**config.mk**
```make
export PLATFORM = sky130hd
export DESIGN_NAME = rdq_bus_unit
export DESIGN_NICKNAME = d
export VERILOG_FILES = /design/src/rtl/rdq_pkg.sv /design/src/rtl/rdq_fifo.sv /design/src/rtl/rdq_seq.sv /design/src/rtl/rdq_bus_unit.sv
export SDC_FILE = /design/constraint.sdc
export NUM_CORES = 1
export LEC_CHECK = 0
export ABC_AREA = 0
export BUFFER_PORTS_ARGS = -buffer_cell sky130_fd_sc_hd__buf_4
export CAP_MARGIN = 20
export CORE_MARGIN = 8
export CORE_UTILIZATION = 50
export CTS_BUF_LIST = sky130_fd_sc_hd__clkbuf_16
export DETAILED_ROUTE_END_ITERATION = 10
export PLACE_DENSITY = 0.76
export SLEW_MARGIN = 5
export SYNTH_ARGS = -nofsm -noshare
export SYNTH_HDL_FRONTEND = slang
export SYNTH_SLANG_ARGS = --single-unit
```
**constraint.sdc**
```tcl
create_clock -name clk -period 2.1 [get_ports clk]
set_input_delay 0.315 -clock clk [delete_from_list [all_inputs] [get_ports clk]]
set_output_delay 0.315 -clock clk [all_outputs]
set_load 0.02 [all_outputs]
```
**src/rtl/rdq_pkg.sv**
```systemverilog
package rdq_pkg;

    typedef enum logic [2:0] {
        PH_IDLE  = 3'd0,
        PH_ADDR  = 3'd1,
        PH_TURN  = 3'd2,
        PH_DATA  = 3'd3,
        PH_DRAIN = 3'd4,
        PH_DONE  = 3'd5
    } phase_e;

    localparam int unsigned WORD_BYTES = 4;

endpackage

```
**src/rtl/rdq_fifo.sv**
```systemverilog
module rdq_fifo #(
    parameter int unsigned W     = 32,
    parameter int unsigned DEPTH = 4,
    localparam int unsigned PTR_W = (DEPTH > 1) ? $clog2(DEPTH) : 1,
    localparam int unsigned CNT_W = $clog2(DEPTH + 1)
) (
    input  logic             clk,
    input  logic             rst_n,
    input  logic             push,
    input  logic [W-1:0]     wdata,
    input  logic             pop,
    output logic [W-1:0]     rdata,
    output logic [CNT_W-1:0] count
);

    typedef struct packed {
        logic [DEPTH-1:0][W-1:0] mem;
        logic [PTR_W-1:0]        wp;
        logic [PTR_W-1:0]        rp;
        logic [CNT_W-1:0]        cnt;
    } fifo_t;

    fifo_t q, d;
    logic  do_push, do_pop;

    always_comb begin
        d       = q;
        do_push = push && (q.cnt != CNT_W'(DEPTH));
        do_pop  = pop && (q.cnt != '0);
        if (do_push) begin
            d.mem[q.wp] = wdata;
            d.wp = (q.wp == PTR_W'(DEPTH - 1)) ? '0 : q.wp + PTR_W'(1);
        end
        if (do_pop) begin
            d.rp = (q.rp == PTR_W'(DEPTH - 1)) ? '0 : q.rp + PTR_W'(1);
        end
        case ({do_push, do_pop})
            2'b10:   d.cnt = q.cnt + CNT_W'(1);
            2'b01:   d.cnt = q.cnt - CNT_W'(1);
            default: d.cnt = q.cnt;
        endcase
    end

    always_ff @(posedge clk or negedge rst_n) begin
        if (!rst_n) q <= '0;
        else        q <= d;
    end

    assign rdata = q.mem[q.rp];
    assign count = q.cnt;

endmodule

```
**src/rtl/rdq_seq.sv**
```systemverilog
module rdq_seq
    import rdq_pkg::*;
#(
    parameter int unsigned AW         = 32,
    parameter int unsigned LINE_WORDS = 4,
    localparam int unsigned IDX_W     = $clog2(LINE_WORDS),
    localparam int unsigned CNT_W     = $clog2(LINE_WORDS + 1),
    localparam int unsigned LINE_B    = LINE_WORDS * WORD_BYTES
) (
    input  logic             clk,
    input  logic             rst_n,
    input  logic             req_valid,
    input  logic [AW-1:0]    req_addr,
    input  logic             req_quad,
    input  logic             req_burst,
    input  logic             ack,
    input  logic [CNT_W-1:0] fifo_cnt,
    output logic             req_ready,
    output logic             ale,
    output logic             ad_oe,
    output logic [AW-1:0]    ad_out,
    output logic             rd_strobe,
    output logic             capture,
    output logic             pop,
    output logic             done,
    output logic [IDX_W-1:0] fill_idx,
    output logic [AW-1:0]    fill_addr
);

    localparam logic [AW-1:0] LINE_MASK = AW'(LINE_B - 1);
    localparam logic [AW-1:0] WORD_MASK = AW'(WORD_BYTES - 1);

    typedef struct packed {
        phase_e           ph;
        logic [AW-1:0]    base;
        logic             quad;
        logic             burst;
        logic [CNT_W-1:0] got;
        logic [IDX_W-1:0] idx;
    } seq_t;

    seq_t q, d;
    logic [CNT_W-1:0] total;
    logic             need_ack;

    always_comb begin
        d         = q;
        req_ready = 1'b0;
        ale       = 1'b0;
        ad_oe     = 1'b0;
        rd_strobe = 1'b0;
        capture   = 1'b0;
        pop       = 1'b0;
        done      = 1'b0;
        total     = q.quad ? CNT_W'(LINE_WORDS) : CNT_W'(1);
        need_ack  = (q.got == '0) || !q.burst || !q.quad;
        case (q.ph)
            PH_IDLE: begin
                req_ready = 1'b1;
                if (req_valid) begin
                    d.ph    = PH_ADDR;
                    d.quad  = req_quad;
                    d.burst = req_burst;
                    d.base  = req_addr & ~(req_quad ? LINE_MASK : WORD_MASK);
                    d.got   = '0;
                    d.idx   = '0;
                end
            end
            PH_ADDR: begin
                ale   = 1'b1;
                ad_oe = 1'b1;
                d.ph  = PH_TURN;
            end
            PH_TURN: begin
                d.ph = PH_DATA;
            end
            PH_DATA: begin
                rd_strobe = 1'b1;
                capture   = need_ack ? ack : 1'b1;
                if (capture) begin
                    d.got = q.got + CNT_W'(1);
                    if (q.got == total - CNT_W'(1)) d.ph = PH_DRAIN;
                end
            end
            PH_DRAIN: begin
                pop = (fifo_cnt != '0);
                if (pop) begin
                    d.idx = q.idx + IDX_W'(1);
                    if (fifo_cnt == CNT_W'(1)) d.ph = PH_DONE;
                end
            end
            PH_DONE: begin
                done = 1'b1;
                d.ph = PH_IDLE;
            end
            default: d.ph = PH_IDLE;
        endcase
    end

    always_ff @(posedge clk or negedge rst_n) begin
        if (!rst_n) q <= '0;
        else        q <= d;
    end

    assign ad_out    = ad_oe ? q.base : '0;
    assign fill_idx  = q.idx;
    assign fill_addr = q.base + (AW'(q.idx) << 2);

endmodule

```
**src/rtl/rdq_bus_unit.sv**
```systemverilog
module rdq_bus_unit #(
    parameter int unsigned AW         = 32,
    parameter int unsigned LINE_WORDS = 4,
    localparam int unsigned IDX_W     = $clog2(LINE_WORDS),
    localparam int unsigned CNT_W     = $clog2(LINE_WORDS + 1)
) (
    input  logic             clk,
    input  logic             rst_n,
    input  logic             req_valid,
    input  logic [AW-1:0]    req_addr,
    input  logic             req_quad,
    input  logic             req_burst,
    output logic             req_ready,
    output logic [AW-1:0]    ad_out,
    output logic             ad_oe,
    input  logic [AW-1:0]    ad_in,
    output logic             ale,
    output logic             rd_strobe,
    input  logic             ack,
    output logic             fill_valid,
    output logic [AW-1:0]    fill_data,
    output logic [IDX_W-1:0] fill_idx,
    output logic [AW-1:0]    fill_addr,
    output logic             done
);

    logic             capture;
    logic             pop;
    logic [CNT_W-1:0] fifo_cnt;

    rdq_seq #(
        .AW         (AW),
        .LINE_WORDS (LINE_WORDS)
    ) u_seq (
        .clk       (clk),
        .rst_n     (rst_n),
        .req_valid (req_valid),
        .req_addr  (req_addr),
        .req_quad  (req_quad),
        .req_burst (req_burst),
        .ack       (ack),
        .fifo_cnt  (fifo_cnt),
        .req_ready (req_ready),
        .ale       (ale),
        .ad_oe     (ad_oe),
        .ad_out    (ad_out),
        .rd_strobe (rd_strobe),
        .capture   (capture),
        .pop       (pop),
        .done      (done),
        .fill_idx  (fill_idx),
        .fill_addr (fill_addr)
    );

    rdq_fifo #(
        .W     (AW),
        .DEPTH (LINE_WORDS)
    ) u_fifo (
        .clk   (clk),
        .rst_n (rst_n),
        .push  (capture),
        .wdata (ad_in),
        .pop   (pop),
        .rdata (fill_data),
        .count (fifo_cnt)
    );

    assign fill_valid = pop;

endmodule

```
==> key figures <==
Synthesis
  • Number of synthesized flops with an enable pin: 0
  • Most common cell in the netlist: dfrtp_1
  • Synth cell count leaders: dfrtp_1 (175), mux2_2 (106), nand2_1 (101)
  • Cells after synthesis: 666
  • Async set or reset register ratio after synthesis: between 90% and 100%
  • Sequential-to-total area share from yosys stat: 50.32%
  • Area contributors post-synth: dfrtp_1 (50%), mux2_2 (14%), mux4_2 (8.3%), nand2_1 (4.4%), mux2_4 (4.3%)
  • Syn avg cell area: between 10 and 15 µm²
  • Synth unique cells: 43
  • Mapped Area: about 8700 µm²
  • Area leader, netlist: dfrtp_1
  • Top-area cell type share of the netlist area: between 50% and 60%
  • Warnings, synthesis: 0
  • Main synth FF type: dfrtp_1
  • Yosys reg bits: approximately 180

Global route
  • Gr usage total: 19.95%
  • Gr ovfl total: 0
  • Global-route track usage on met3: ~5.3%
  • Initial antenna violation count: 0
  • Largest net degree at the start of global routing: 55
  • First-pass GRT wire length: roughly 35000 µm
  • Met1 usage: approximately 22%
  • Vias in the first global route: 6624
  • Gr busiest metal: met2
  • GR Util met2: 36.22%

Finish
  • Diode count: 0
  • Layout Utilization: ~67%
  • Net count reported at finish: around 960
  • Area Growth Syn to Fin: 32.51%
  • Layout cell share with drive strength beyond 1: 51.02%

Clock network
  • Root buffer cell: clkbuf_16
  • Clk buf depth: 2
  • CTS Buf Count: 17
  • CTS sink cnt: approximately 180
  • H-tree depth: 4
  • CTS tree: built
  • Clk Latency, worst-skew pair: between 0.4 and 0.5 ns
  • Clock transition at path regs: 0.06 ns

Hold path
  • Hold Startpoint: req_addr[6]
  • Hold Crit Depth: 3
  • Worst min-delay path category: in2reg
  • Hold EP: u_seq.q[13]

Worst setup path
  • Data arrival, critical path: about 2.5 ns
  • CP Capture Type: output pin
  • CP max stage delay: roughly 0.36 ns
  • CP max-delay cell: dfrtp_1
  • Critical Path RT: between 1.5 and 2 ns
  • FF-to-FF path depth: 9
  • Reg2reg end: u_fifo.count[2]
  • RR Startpoint: u_seq.q[2]
  • CP cell instances: ha_2 -> inv_2 -> fa_2 -> nand4b_1 -> buf_6 -> nor4_4 -> buf_4 -> buf_6 -> xor2_1 -> buf_4
  • R2r setup slk: between 0.1 and 0.15 ns
  • Startpoint Class: register
  • Critical path type: reg2out
  • Worst-path maximum fanout: 4

STA
  • TNS Setup: -13.23 ns
  • Pins over their slew limit: 0
  • Min Clock Period, post-route: ~2.8 ns
  • Fmax: roughly 350 MHz
  • Fin crit share: 135.2%
  • Slew HR: between 60% and 70%
  • Slew @ Worst Pin: approximately 0.53 ns
  • Post-route setup slack: -0.7399 ns
  • Final setup violation count: 56
  • Hold Vio Cnt, Final: 0
  • RSZ-0062 raised after global routing: yes
  • Clk_skew: slightly above 0.01 ns

Route
  • DRC: 0
  • Vias per inst: approximately 5.4
  • Drt pass-1 iters: 5
  • Initial DRC count: approximately 290
  • Final ANT Viol Nets: 0
  • Drt wl/cell: ~20 µm
  • Final WL: between 20000 and 25000 µm
  • Via Count: ~6000

Pwr
  • Leak Pwr: between 5 and 6 nW
  • Cell Pwr Density: around 1500 nW/µm²
  • Worst vdd ir: ~0.00086 V

Die
  • Die Area: between 20000 and 25000 µm²
  • Rows: 48
  • Die Wd: roughly 150 µm
  • # IOs: ~170
  • Initial Util: approximately half
  • Core Box Area: 17180 µm²
  • Chip height: approximately 150 µm

Placement
  • IO buf count: 167
  • Routability cong.: between 0.8 and 0.9
  • Post-DP HPWL: 14940 µm

Outcome
  • Failing checks: setup timing
  • Status: complete, but fails checks

Job
  • Max cap viols: 0
sequential cells by signal (all words and copies together) (netlist names):
register / cells
u_fifo.q: 132
u_seq.q: 38
u_fifo.count: 3
u_seq.fill_idx: 2
how the worst max path moves through the flow:
stage | start | to | slack (ns) | cells past startpoint
after floorplan | u_seq.fill_idx[0] | fill_addr[18] | -0.19 | 7
after global placement | u_seq.q[9] | fill_addr[24] | -0.21 | 9
after detailed placement | u_seq.q[9] | fill_addr[24] | -0.29 | 9
after CTS | u_seq.fill_idx[0] | fill_addr[16] | -0.68 | 10
after global routing | u_seq.fill_idx[0] | fill_addr[16] | -0.87 | 10
final | u_seq.fill_idx[0] | fill_addr[16] | -0.74 | 10
metrics by stage:
stage                     power, mW  cell area [µm²]  hold WS, ns  cells  setup slack [ns]
after global placement        12.92            10460       0.2991   1054           -0.2131
after floorplan               10.37             8783      0.01941    669           -0.1874
after global routing          17.99            11530      0.07417   1109           -0.8655
after detailed placement      13.30            10460       0.3122   1054           -0.2908
final                         17.08            11530      0.08834   1109           -0.7399
after CTS                     17.08            11420      0.06756   1102           -0.6824
layout by cell type (no fill, tap or decap), drive strengths merged, types with 2 or more instances in the layout:
cell type	count
bufinv	2
xnor2	28
buf	223
and3	4
o21ai	8
nor2	11
mux4	32
mux2	131
nand2	101
dfrtp	175
clkinv	8
nor3	6
conb	4
clkbuf	17
nand3b	2
o31ai	4
inv	21
and2	33
a21oi	2
xor2	4
ha	14
a21o	2
nand4	13
nor3b	2
nand4b	3
nand3	16
and4	2
nand2b	3
layout make-up:
cell class / instances / area [µm²]
clock inverters: 15 / 130.1
well taps: 225 / 281.5
inverters: 17 / 76.32
fillers: 1222 / 5645
multi-input cells: 436 / 4167
repair buffers: 224 / 2066
flip-flops and latches: 175 / 4385
clock buffers: 17 / 425.4
where the power goes:
part / internal (mW) / switching, mW
sequential: 4.69 / 1.06
clock: 1.72 / 1.25
combinational: 4.43 / 3.93
total: 10.8 / 6.24
layer usage:
layer  share of wire (%)  up-vias  routed length [µm]
met5                   0        -                   0
met4                 1.3        0                 289
met3                 6.0       26                1309
met2                  53      181               11620
met1                  39     3075                8574
li1                    -     2731                   -
worst max-delay path, delay by kind of cell (launching register included):
| family | cells | cell delay (ns) |
|---|---|---|
| fa+ha+maj | 2 | 0.52 |
| flops | 1 | 0.36 |
| xor+xnor | 1 | 0.14 |
| buf+inv | 5 | 0.63 |
| simple gates | 2 | 0.44 |
cell families after synthesis:
kind of cell | Yosys count | synth area share [%]
AOI/OAI and AO/OA | 21 | 1.553
buffers and inverters | 58 | 4.155
DFF | 175 | 50.32
xor gates and xnor gates | 32 | 3.221
and+or+nand+nor | 200 | 12.03
muxes | 164 | 26.43
other | 1 | 0.04309
adders and majority gates | 15 | 2.243
repair_timing:
item,in CTS,in global routing
hold endpoints to repair,50,0
buffers inserted,13,7
cloned,2,1
pin swaps,4,4
resized for setup,55,20
setup endpoints to repair,57,93
hold buffers,1,0
No activity file was read; power rests on OpenSTA's default activity.
